$ cat src/rtl/mdm_status_pkg.sv
package mdm_status_pkg;
  localparam int LINES = 4;
  localparam int IDX_SEND    = 0;
  localparam int IDX_READY   = 1;
  localparam int IDX_RING    = 2;
  localparam int IDX_CARRIER = 3;

  // Change events between consecutive level samples; ring reports falling level only
  function automatic logic [LINES-1:0] level_events(input logic [LINES-1:0] prev,
                                                    input logic [LINES-1:0] cur);
    logic [LINES-1:0] ev;
    ev = prev ^ cur;
    ev[IDX_RING] = prev[IDX_RING] & ~cur[IDX_RING];
    return ev;
  endfunction

  // Sticky flag update: new events win over a read clear
  function automatic logic [LINES-1:0] flag_update(input logic [LINES-1:0] flags,
                                                   input logic [LINES-1:0] ev,
                                                   input logic rd);
    return ev | (flags & ~{LINES{rd}});
  endfunction

  // Hold decision for the transmitter at a character boundary
  function automatic logic hold_update(input logic held, input logic enable,
                                       input logic pin_high, input logic busy);
    return enable & pin_high & (held | ~busy);
  endfunction
endpackage

$ cat src/rtl/mdm_sync.sv
module mdm_sync #(
  parameter int W      = 4,
  parameter int STAGES = 2,
  parameter logic [W-1:0] IDLE = '1
) (
  input  logic         clk,
  input  logic         rst_n,
  input  logic [W-1:0] d,
  output logic [W-1:0] q
);
  logic [W-1:0] stage [STAGES];

  always_ff @(posedge clk or negedge rst_n) begin
    if (!rst_n) stage[0] <= IDLE;
    else        stage[0] <= d;
  end

  for (genvar g = 1; g < STAGES; g++) begin : g_stage
    always_ff @(posedge clk or negedge rst_n) begin
      if (!rst_n) stage[g] <= IDLE;
      else        stage[g] <= stage[g-1];
    end
  end

  assign q = stage[STAGES-1];
endmodule

$ cat src/rtl/mdm_delta.sv
module mdm_delta
  import mdm_status_pkg::*;
(
  input  logic             clk,
  input  logic             rst_n,
  input  logic [LINES-1:0] cur,
  input  logic             rd,
  output logic [LINES-1:0] lvl_q,
  output logic [LINES-1:0] flag_q,
  output logic [LINES-1:0] ev
);
  assign ev = level_events(lvl_q, cur);

  always_ff @(posedge clk or negedge rst_n) begin
    if (!rst_n) begin
      lvl_q  <= '0;
      flag_q <= '0;
    end else begin
      lvl_q  <= cur;
      flag_q <= flag_update(flag_q, ev, rd);
    end
  end
endmodule

$ cat src/rtl/mdm_flow_gate.sv
module mdm_flow_gate
  import mdm_status_pkg::*;
(
  input  logic clk,
  input  logic rst_n,
  input  logic enable,
  input  logic pin_high,
  input  logic busy,
  output logic hold
);
  always_ff @(posedge clk or negedge rst_n) begin
    if (!rst_n) hold <= 1'b0;
    else        hold <= hold_update(hold, enable, pin_high, busy);
  end
endmodule

$ cat src/rtl/uart_modem_status.sv
module uart_modem_status
  import mdm_status_pkg::*;
#(
  parameter int SYNC_STAGES = 2
) (
  input  logic       clk,
  input  logic       rst_n,
  input  logic       carrier_n,
  input  logic       ring_n,
  input  logic       ready_n,
  input  logic       send_ok_n,
  input  logic       loop_en,
  input  logic       mc_aux2,
  input  logic       mc_aux1,
  input  logic       mc_term_ready,
  input  logic       mc_req_send,
  input  logic       rd_stb,
  input  logic       irq_en,
  input  logic       flow_en,
  input  logic       tx_busy,
  output logic [7:0] status,
  output logic       irq,
  output logic       tx_hold
);
  logic [LINES-1:0] pins_n, pins_sync_n, looped, cur, lvl_q, flag_q, ev;

  assign pins_n = {carrier_n, ring_n, ready_n, send_ok_n};
  assign looped = {mc_aux2, mc_aux1, mc_term_ready, mc_req_send};

  mdm_sync #(.W(LINES), .STAGES(SYNC_STAGES), .IDLE('1)) u_sync (
    .clk(clk), .rst_n(rst_n), .d(pins_n), .q(pins_sync_n)
  );

  assign cur = loop_en ? looped : ~pins_sync_n;

  mdm_delta u_delta (
    .clk(clk), .rst_n(rst_n), .cur(cur), .rd(rd_stb),
    .lvl_q(lvl_q), .flag_q(flag_q), .ev(ev)
  );

  mdm_flow_gate u_flow (
    .clk(clk), .rst_n(rst_n), .enable(flow_en),
    .pin_high(pins_sync_n[IDX_SEND]), .busy(tx_busy), .hold(tx_hold)
  );

  assign status = {lvl_q, flag_q};
  assign irq    = irq_en & (|flag_q);
endmodule

$ cat config.mk
export PLATFORM = sky130hd
export DESIGN_NAME = uart_modem_status
export DESIGN_NICKNAME = d
export VERILOG_FILES = /design/src/rtl/mdm_status_pkg.sv /design/src/rtl/mdm_sync.sv /design/src/rtl/mdm_delta.sv /design/src/rtl/mdm_flow_gate.sv /design/src/rtl/uart_modem_status.sv
export SDC_FILE = /design/constraint.sdc
export NUM_CORES = 1
export LEC_CHECK = 0
export ABC_CLOCK_PERIOD_IN_PS = 1200
export BUFFER_PORTS_ARGS = -buffer_cell sky130_fd_sc_hd__clkbuf_2
export CORE_UTILIZATION = 30
export CTS_CLUSTER_DIAMETER = 50
export DETAILED_ROUTE_END_ITERATION = 8
export PLACE_DENSITY = 0.64
export SETUP_SLACK_MARGIN = 0.1
export SLEW_MARGIN = 20
export SYNTH_ARGS = -nofsm -noshare
export SYNTH_HDL_FRONTEND = slang
export SYNTH_HIERARCHICAL = 1
export SYNTH_SLANG_ARGS = --single-unit
$ cat constraint.sdc
create_clock -name clk -period 1.2 [get_ports clk]
set_input_delay 0.18 -clock clk [delete_from_list [all_inputs] [get_ports clk]]
set_output_delay 0.18 -clock clk [all_outputs]
set_load 0.03 [all_outputs]
---- After elaboration in Yosys (flattened, before gate mapping) ----
Index checks and enable logic that the tools add are counted.
storage, ports and cells
  register bits after elaboration ......... 17
  input port bits ......................... 15
  logic and storage cells ................. 19
cells by class
  muxes and demuxes ....................... 1
  bitwise gates (word level) .............. 12
  reductions and logical operators ........ 1
operator list
  kind             count
  $not 4->4        2
  $and 1x1->1      4
  $and 4x4->4      1
  $mux 4           1
  $or 4x4->4       1
  $reduce_or 4->1  1
  $xor 4x4->4      1
  $not 1->1        2
  $or 1x1->1       1

---- Logic depth before layout (Yosys ltp) ----
Gate-level depths: netlist of run 1.
  depth after elaboration ................. 5
  gate-level depth with buffers ........... 4
  mapped depth without buffers ............ 4

---- Modules after synthesis ----
Netlist of run 1, hierarchy kept.
modules (own cells, without submodules)
  module             instances  cells each  area each (sq um)  sequential area each (sq um)
  mdm_delta          1          17          266.5              200.2
  mdm_sync           1          12          240.2              210.2
  uart_modem_status  1          9           46.3               0.0
  mdm_flow_gate      1          4           41.3               25.0

---- Least setup slack after synthesis of run 1 ----
Ideal clock, no wire load.
  path type ............................... register -> output
  start point ............................. register u_delta.flag_q[1]
  end point ............................... output port irq
  arrival time ............................ 1.065 ns
  required time ........................... 1.020 ns
  setup slack ............................. -0.045 ns
  stages on the path, launching flop included .. 2
  path buffers ............................ 0
  cells stage by stage .................... dfrtp_1 -> o41a_1
between the ends
  longest elaborated chain between the ends .. 2
ends and longest elaborated chain
  item                    RTL line                 RTL
  start, declared         mdm_delta.sv:9           output logic [LINES-1:0] flag_q,
  start signal, assigned  mdm_delta.sv:20          flag_q <= flag_update(flag_q, ev, rd);
  $reduce_or 4->1         uart_modem_status.sv:47  assign irq = irq_en & (|flag_q);
  $and 1x1->1             uart_modem_status.sv:47
  end, declared           uart_modem_status.sv:22  output logic irq,
No other way between the ends.

---- Worst setup path after layout of run 1 ----
  start point ............................. register u_delta.flag_q[0]
  end point ............................... output port irq
The elaborated chain is that of the path after synthesis.

==> out/metrics.yaml, run 1 <==
status: "finished, violations left"
violations: "negative setup slack"
grt_max_degree: 18
clk_latency_ns: 0.27
layout.cells.non_filler: 100
wl_um: 963
maxCapViolCount: 0
setup_viol: 2
io_pins: 25
worstReg2RegEnd: "u_delta/flag_q[0]$_DFF_PN0_"
ff2ff_setup_slack_ns: 0.15
ys_seq_area_frac: 0.733
cts-buffers-inserted: 3
fmax_ghz: 0.691
place_ws_ns: 0.0236
grt_overflow: 0
core_sq_mm: 0.00178
synth.area.mux_share: 0
reg2reg_from: "u_sync/q[0]$_DFF_PN1_"
end_kind: "output port"
ys_ff_latch: 17
critical_path_class: "flop to output port"
wl_per_cell_um: 9.63
fin_hold_ws_ns: 0.0547
hold_viol_final: 0
synth_cell_type_count: 11
synth_top_area_frac: 0.379
via_per_inst: 4.07
p_sw_w: 0.000330
pwr-share-comb: 0.233
synth-adder-area-share: 0
n_antenna_cell: 0
portBuffers: 24
ant_nets: 0
grt_first_pass_wirelength_um: 1480
dr.pass1.iters: 1
p_seq_frac: 0.535
gp_congestion: 0.618
relSlewSlack: 0.732
synthSimpleGateAreaFrac: 0.0421
max_stage_delay_ns: 0.41
startpoint_type: "flop"
cp-startpoint: "u_delta/flag_q[0]$_DFF_PN0_"
syn_area_per_cell_sq_um: 14.2
dp_cells: 87
vdd_drop_max_v: 0.000709
clock-root-buffer: "clkbuf_4"
drive_gt1_frac: 0.573
syn_nets: 57
reg2reg_depth: 3
grt_use_total: 0.102
clock-sinks: 17
synth_compound_area_frac: 0.118
cp_slowest_cell: "dfrtp_2"
clk_pin_slew_worst_paths_ns: 0.09
n_fill_cell: 173
grt_pass1_vias: 390
worstSetupEndpoint: "irq"
critical_path_arrival_ns: 1.27
fin_worst_skew_ns: 0.00139
initial_utilization: 0.333
synth-xor-area-share: 0.0442
synth_top_family_by_area: "compound AO/OA/AOI/OAI gates"
cp.required_ns: 1.02
clock_path_buffers: 2
tightest_slew_ns: 0.403
intPower_w: 0.000896
syn_inst: 42
cts_tree: "yes"
path_cells: "o41a_1, clkbuf_8"
final_cell_area_sq_um: 877
die_area_sq_mm: 0.00216
htreeDepth: 1
syn-cell-area_sq_um: 594
crit_path_max_fanout: 2
slew_viol_final: 0
yosys_warnings: 6
vias: 407
powerDensity_mw_per_mm2: 1400
synth_area_leaders: "dfrtp_1, dfstp_2, a21o_1"
p_sw_frac: 0.269
area_growth_pct: 47.6
synth_area_leader_cell: "dfrtp_1"
fin_ws_ns: -0.247
rsz0062_at_grt: "yes"
clkPwrFrac: 0.232
grt_antenna_before_repair: 0
hp-class: "primary input to flop"
post-route-period-util: 1.21
place_area_sq_um: 718
finalNetCount: 91
route.detailed.drc: 0
drt-initial-drc-count: 0
dieWidth_um: 46.5
fp-row-count: 15
min_period_ns: 1.45
leakage_nw: 0.429
die-height_um: 46.5
## worst max-delay path: cells and delay by family (launching register included)
kind | cells | cell delay, ns
buf+inv | 1 | 0.17
compound gates | 1 | 0.41
flops | 1 | 0.41
## cell usage in the layout (no fill, tap or decap), types with 2 or more instances in the layout
master	synthesis	final
a21o_1	4	4
buf_4	4	3
buf_6	0	2
buf_8	0	3
clkbuf_2	0	18
clkbuf_4	0	4
dfrtp_1	9	7
dfrtp_2	0	2
dfstp_2	8	8
dlygate4sd3_1	0	5
inv_1	2	2
nand2_1	5	5
o21ai_1	0	3
xor2_1	3	3
## power groups by stage
stage / clock network, W / registers (W) / logic (W)
after floorplan: 0 / 0.000730 / 0.0000571
after global placement: 0 / 0.000665 / 0.000188
after detailed placement: 0 / 0.000669 / 0.000190
after CTS: 0.000304 / 0.000655 / 0.000256
after global routing: 0.000331 / 0.000663 / 0.000307
final: 0.000285 / 0.000657 / 0.000285
## final cells by class
cell class	instances	area, sq um	area share
Clock buffer	3	22.5	0.0257
Clock inverter	1	5.00	0.00571
Inverter	2	7.51	0.00856
Multi-Input combinational cell	19	121	0.138
Sequential cell	17	438	0.499
Tap cell	25	31.3	0.0357
Timing Repair Buffer	33	251	0.287
## per-layer routing
metal / track usage / wire [um]
met3: 0.0353 / 42
met2: 0.178 / 526
met5: 0 / 0
met4: 0.0529 / 4
met1: 0.106 / 389
## through the flow
step                      utilization  TNS [ns]  total power, W
after global placement          0.403         0        0.000854
after detailed placement        0.403         0        0.000860
after floorplan                     -  -0.00891        0.000787
final                           0.492    -0.279         0.00123
after global routing            0.492    -0.369         0.00130
after CTS                       0.479    -0.266         0.00122
## cells in the mapped netlist
master / count
o21ai_0: 4
dfstp_2: 8
nor2b_1: 1
o41a_1: 1
dfrtp_1: 9
buf_4: 4
a21o_1: 4
xor2_1: 3
inv_1: 2
nand2_1: 5
a21oi_2: 1
## logic make-up after synthesis
| kind of cell | after synthesis |
|---|---|
| AO/OA/AOI/OAI | 10 |
| XOR/XNOR | 3 |
| AND/OR/NAND/NOR | 6 |
| buffers and inverters | 6 |
| flip-flops | 17 |
## registers in the layout, indices dropped and copies added (netlist names)
register / flops
u_delta/flag_q: 4
u_delta/lvl_q: 4
u_flow/hold: 1
u_sync/q: 4
u_sync/stage: 4
## what timing repair did
item                                    in CTS  in global routing
setup buffers                                3                  1
endpoints found under the setup margin       1                  6
pin swaps                                    1                  0
hold buffers                                 5                  0
hold endpoints to repair                    13                  0
resized for setup                            8                 10
## worst min path at each step
stage / start / end / slack, ns / cells after the start
floorplan: rst_n / u_delta/flag_q[0]$_DFF_PN0_ / -0.12 / 0
global placement: rst_n / u_delta/lvl_q[0]$_DFF_PN0_ / 0.12 / 1
detailed placement: rst_n / u_delta/lvl_q[0]$_DFF_PN0_ / 0.12 / 1
CTS: tx_busy / u_flow/hold$_DFF_PN0_ / 0.04 / 2
global route: tx_busy / u_flow/hold$_DFF_PN0_ / 0.03 / 2
finish: tx_busy / u_flow/hold$_DFF_PN0_ / 0.05 / 2
Note: power is estimated with default switching activity, not from simulation.
==> run 2, diff against run 1 <==
Settings changed: REMOVE_ABC_BUFFERS set to 1, SYNTH_HIERARCHICAL 1 to not set.
==> out/metrics.yaml, run 2 <==
status: "finished, violations left"
violations: "negative setup slack"
clk_pin_slew_worst_paths_ns: 0.10
setup_viol: 1
place_ws_ns: 0.0435
intPower_w: 0.000848
n_fill_cell: 181
end_kind: "output port"
finalNetCount: 94
hold_viol_final: 0
ys_ff_latch: 17
cp_slowest_cell: "o41a_1"
p_seq_frac: 0.551
grt_antenna_before_repair: 0
critical_path_class: "flop to output port"
clkPwrFrac: 0.255
fmax_ghz: 0.687
dpl.hpwl_um: 744
path_cells: "o41a_1, clkbuf_8"
grt_overflow: 0
synth_edf_count: 0
post-route-util: 0.474
leakage_nw: 0.420
relSlewSlack: 0.733
clock_path_buffers: 2
maxCapViolCount: 0
via_per_inst: 4.06
powerDensity_mw_per_mm2: 1380
rsz0062_at_grt: "yes"
route.detailed.drc: 0
io_pins: 25
startpoint_type: "flop"
die-height_um: 46.6
core_sq_mm: 0.00180
wl_um: 1070
layout_commonest_cell: "clkbuf_2"
crit_family: "compound AO/OA/AOI/OAI gates"
htreeDepth: 1
synth_common_cells: "dfrtp_1, dfstp_2, nor2b_1"
wl_per_cell_um: 10.4
clock-sinks: 17
yosysMostFrequentCell: "dfrtp_1"
drt-initial-drc-count: 3
syn-cell-area_sq_um: 597
clock-root-buffer: "clkbuf_4"
tightest_slew_ns: 0.400
grt_max_degree: 18
fin_worst_skew_ns: 0.00913
ys.flop_type: "dfrtp_1"
p_sw_frac: 0.279
grt_use_total: 0.117
grt_first_pass_wirelength_um: 1650
synth_top_area_frac: 0.377
initial_utilization: 0.331
n_antenna_cell: 0
fin_ws_ns: -0.256
fp-row-count: 15
critical_path_arrival_ns: 1.28
ant_nets: 0
portBuffers: 24
final_cell_mix: "clkbuf_2, dfrtp_1, dfstp_2"
grt_pass1_vias: 412
cp.required_ns: 1.02
syn_area_per_cell_sq_um: 13.6
dr.pass1.iters: 3
synthArstFlopShare: 1.00
p_sw_w: 0.000329
crit_path_max_fanout: 3
dieWidth_um: 46.6
pwr-share-comb: 0.194
vias: 418
synth_area_leaders: "dfrtp_1, dfstp_2, mux2i_1"
post-route-period-util: 1.21
drive_gt1_frac: 0.474
synth_cell_type_count: 11
ys_seq_area_frac: 0.730
yosys_warnings: 0
synth_area_leader_cell: "dfrtp_1"
area_growth_pct: 43.2
max_stage_delay_ns: 0.42
die_area_sq_mm: 0.00217
cts_tree: "yes"
syn_inst: 44
min_period_ns: 1.46
vdd_drop_max_v: 0.000657
cp.buffers_inverters: 1
cts-buffers-inserted: 3
seqCellArea_sq_um: 435
hp-class: "primary input to flop"
multiInputGateArea_sq_um: 143
clk_latency_ns: 0.29
slew_viol_final: 0
gp_congestion: 0.655
-- run 2: changes by cell type in the layout (fill, tap and decap cells not counted), sizes merged, moves of 2 or more --
| cell | before | now |
|---|---|---|
| xor2 | 3 | 0 |
| mux2i | 0 | 5 |
| nor2 | 0 | 3 |
| nand2 | 5 | 3 |
| clkbuf | 23 | 21 |
| inv | 2 | 5 |
| o21ai | 4 | 2 |
| nor2b | 1 | 6 |
| a21o | 4 | 0 |
-- run 2: final timing paths --
path | cells after the start | start | slack, ns | end
worst max register to register | 2 | u_sync.q[0]$_DFF_PN1_ | 0.23 | u_delta.flag_q[0]$_DFF_PN0_
max in group asynchronous | 2 | rst_n | 0.54 | u_sync.stage[6]$_DFF_PN1_
worst min register to register | 0 | u_sync.stage[4]$_DFF_PN1_ | 0.35 | u_sync.q[0]$_DFF_PN1_
worst max-delay path | 2 | u_delta.flag_q[1]$_DFF_PN0_ | -0.26 | irq
min in group asynchronous | 2 | rst_n | 0.33 | u_flow.hold$_DFF_PN0_
worst min-delay path | 2 | tx_busy | 0.04 | u_flow.hold$_DFF_PN0_
-- run 2: timing repair --
action                                  4_1_cts  5_1_grt
endpoints found under the setup margin        1        7
hold buffers                                  5        0
resized for setup                             4        8
gates cloned                                  0        0
hold endpoints to repair                     13        0
buffers inserted                              1        0
-- run 2: area by class of cell --
type / instances / area share
flip-flops and latches: 17 / 0.510
repair buffers: 30 / 0.233
multi-input cells: 22 / 0.167
well taps: 25 / 0.0366
clock buffers: 3 / 0.0264
inverters: 5 / 0.0220
clock inverters: 1 / 0.00586
-- run 2: logic make-up after synthesis --
| group | synth area share |
|---|---|
| buf+inv | 0.0314 |
| compound gates | 0.0545 |
| flops | 0.730 |
| mux | 0.0839 |
| simple gates | 0.101 |
-- run 2: power groups by stage --
| stage | clock network (W) | logic, W | registers, W |
|---|---|---|---|
| 2_1_floorplan | 0 | 0.0000553 | 0.000718 |
| 3_3_place_gp | 0 | 0.000192 | 0.000658 |
| 3_5_place_dp | 0 | 0.000194 | 0.000661 |
| 4_1_cts | 0.000316 | 0.000225 | 0.000650 |
| 5_1_grt | 0.000342 | 0.000249 | 0.000655 |
| 6_report | 0.000300 | 0.000228 | 0.000649 |
-- run 2: routing by layer --
layer,part of all wire,track usage
met1,0.46,0.132
met2,0.48,0.183
met3,0.067,0.0471
met4,0,0.0706
met5,0,0
-- run 2: through the flow --
step	hold slack (ns)	area, sq um	TNS, ns	power, W	std cells
6_report	0.0370	855	-0.256	0.00118	103
5_1_grt	0.0231	855	-0.316	0.00125	103
4_1_cts	0.0300	851	-0.263	0.00119	103
3_5_place_dp	0.129	748	0	0.000855	93
3_3_place_gp	0.123	748	0	0.000850	93
2_1_floorplan	-0.116	597	-0.0451	0.000774	44
==> run 3, diff against run 2 <==
==> constraint.sdc (replaced) <==
create_clock -name clk -period 1.2 [get_ports clk]
set_input_delay 0.24 -clock clk [delete_from_list [all_inputs] [get_ports clk]]
set_output_delay 0.24 -clock clk [all_outputs]
set_load 0.03 [all_outputs]
==> out/metrics.yaml, run 3 (synthesized netlist as in run 2, its figures left out) <==
status: "finished, violations left"
violations: "negative setup slack"
dieWidth_um: 46.6
layout_commonest_cell: "clkbuf_2"
fin_hold_ws_ns: 0.0324
hp-class: "primary input to flop"
maxCapViolCount: 0
fmax_ghz: 0.659
cp.required_ns: 0.96
crit_path_max_fanout: 2
slew_viol_final: 0
critical_path_arrival_ns: 1.28
die_area_sq_mm: 0.00217
tightest_slew_ns: 0.403
dp_cells: 95
min_path_cells: 1
grt_first_pass_wirelength_um: 1730
n_antenna_cell: 0
post-route-period-util: 1.26
htreeDepth: 1
clock_path_buffers: 2
final_cell_area_sq_um: 923
clock-sinks: 17
leakage_nw: 0.447
area_growth_pct: 54.7
reg2reg_depth: 4
die-height_um: 46.6
seqCellArea_sq_um: 435
place_area_sq_um: 763
path_cells: "o41a_1, clkbuf_8"
grt_antenna_before_repair: 0
cts_tree: "yes"
max_stage_delay_ns: 0.44
dpl.hpwl_um: 770
powerDensity_mw_per_mm2: 1330
hold_viol_final: 0
min_period_ns: 1.52
grt_overflow: 0
fp-row-count: 15
wl_per_cell_um: 9.87
final_cell_mix: "clkbuf_2, dfrtp_1, dfstp_2"
grt_pass1_vias: 439
vias: 421
initial_utilization: 0.331
grt_max_degree: 18
multiInputGateArea_sq_um: 143
place_ws_ns: -0.0119
fin_worst_skew_ns: 0.000992
drt-initial-drc-count: 1
via_per_inst: 4.05
clk_latency_ns: 0.28
relSlewSlack: 0.732
fin_ws_ns: -0.318
grt_use_total: 0.120
ff2ff_setup_slack_ns: 0.26
layout.cells.non_filler: 104
dr.pass1.iters: 2
cts-buffers-inserted: 3
drive_gt1_frac: 0.494
portBuffers: 24
clock-root-buffer: "clkbuf_4"
startpoint_type: "flop"
gp_congestion: 0.665
ant_nets: 0
n_fill_cell: 175
vdd_drop_max_v: 0.000673
core_sq_mm: 0.00180
wl_um: 1030
post-route-util: 0.513
rsz0062_at_grt: "yes"
io_pins: 25
finalNetCount: 95
critical_path_class: "flop to output port"
route.detailed.drc: 0
setup_viol: 1
cp_slowest_cell: "o41a_1"
end_kind: "output port"
clk_pin_slew_worst_paths_ns: 0.09
## run 3: changes by cell type in the layout (fill, tap and decap cells not counted), sizes merged
| cell | change |
|---|---|
| clkinv | -1 |
| clkbuf | -1 |
| buf | +5 |
| dlygate4sd3 | -2 |
## run 3: final timing paths
path,endpoint,from
max reg2reg,u_delta.flag_q[1]$_DFF_PN0_,u_delta.flag_q[1]$_DFF_PN0_
max in group asynchronous,u_sync.stage[4]$_DFF_PN1_,rst_n
min,u_sync.stage[4]$_DFF_PN1_,send_ok_n
min in group asynchronous,u_flow.hold$_DFF_PN0_,rst_n
max,irq,u_delta.flag_q[2]$_DFF_PN0_
min reg2reg,u_sync.q[3]$_DFF_PN1_,u_sync.stage[7]$_DFF_PN1_
## run 3: layout make-up
class	count	area share
sequential	17	0.472
timing repair buffer	31	0.291
multi-input combinational	22	0.154
tap	25	0.0339
clock buffer	4	0.0285
inverter	5	0.0203
## run 3: where the power goes
group	leakage (nW)	switching, W	total (W)	internal, W
clock network	0.0150	0.000162	0.000291	0.000129
registers	0.189	0.0000292	0.000656	0.000627
logic	0.243	0.000135	0.000279	0.000143
total	0.447	0.000327	0.00123	0.000899
## run 3: stage by stage
step	total power, W	TNS [ns]
6_report	0.00123	-0.318
5_1_grt	0.00131	-0.435
4_1_cts	0.00122	-0.330
3_5_place_dp	0.000868	-0.0119
3_3_place_gp	0.000862	0
2_1_floorplan	0.000774	-0.105
## run 3: layer usage
layer | vias to the layer above | GRT usage | share of wire | wire length, um
met5 | - | 0 | 0 | 0
met3 | 0 | 0.0510 | 0.059 | 61
met4 | 0 | 0.0706 | 0 | 0
met1 | 188 | 0.142 | 0.46 | 468
li1 | 211 | - | - | -
met2 | 22 | 0.178 | 0.48 | 496
## run 3: repair_timing
| action | 4_1_cts | 5_1_grt |
|---|---|---|
| gates resized for setup | 18 | 10 |
| endpoints found under the hold margin | 9 | 2 |
| hold buffers | 1 | 2 |
| setup endpoints to repair | 10 | 10 |
| setup buffers | 3 | 1 |
## run 3: worst max-delay path, delay by kind of cell (launching register included)
kind	cells	cell delay, ns
buffers and inverters	1	0.17
flip-flops	1	0.39
AO/OA/AOI/OAI	1	0.44
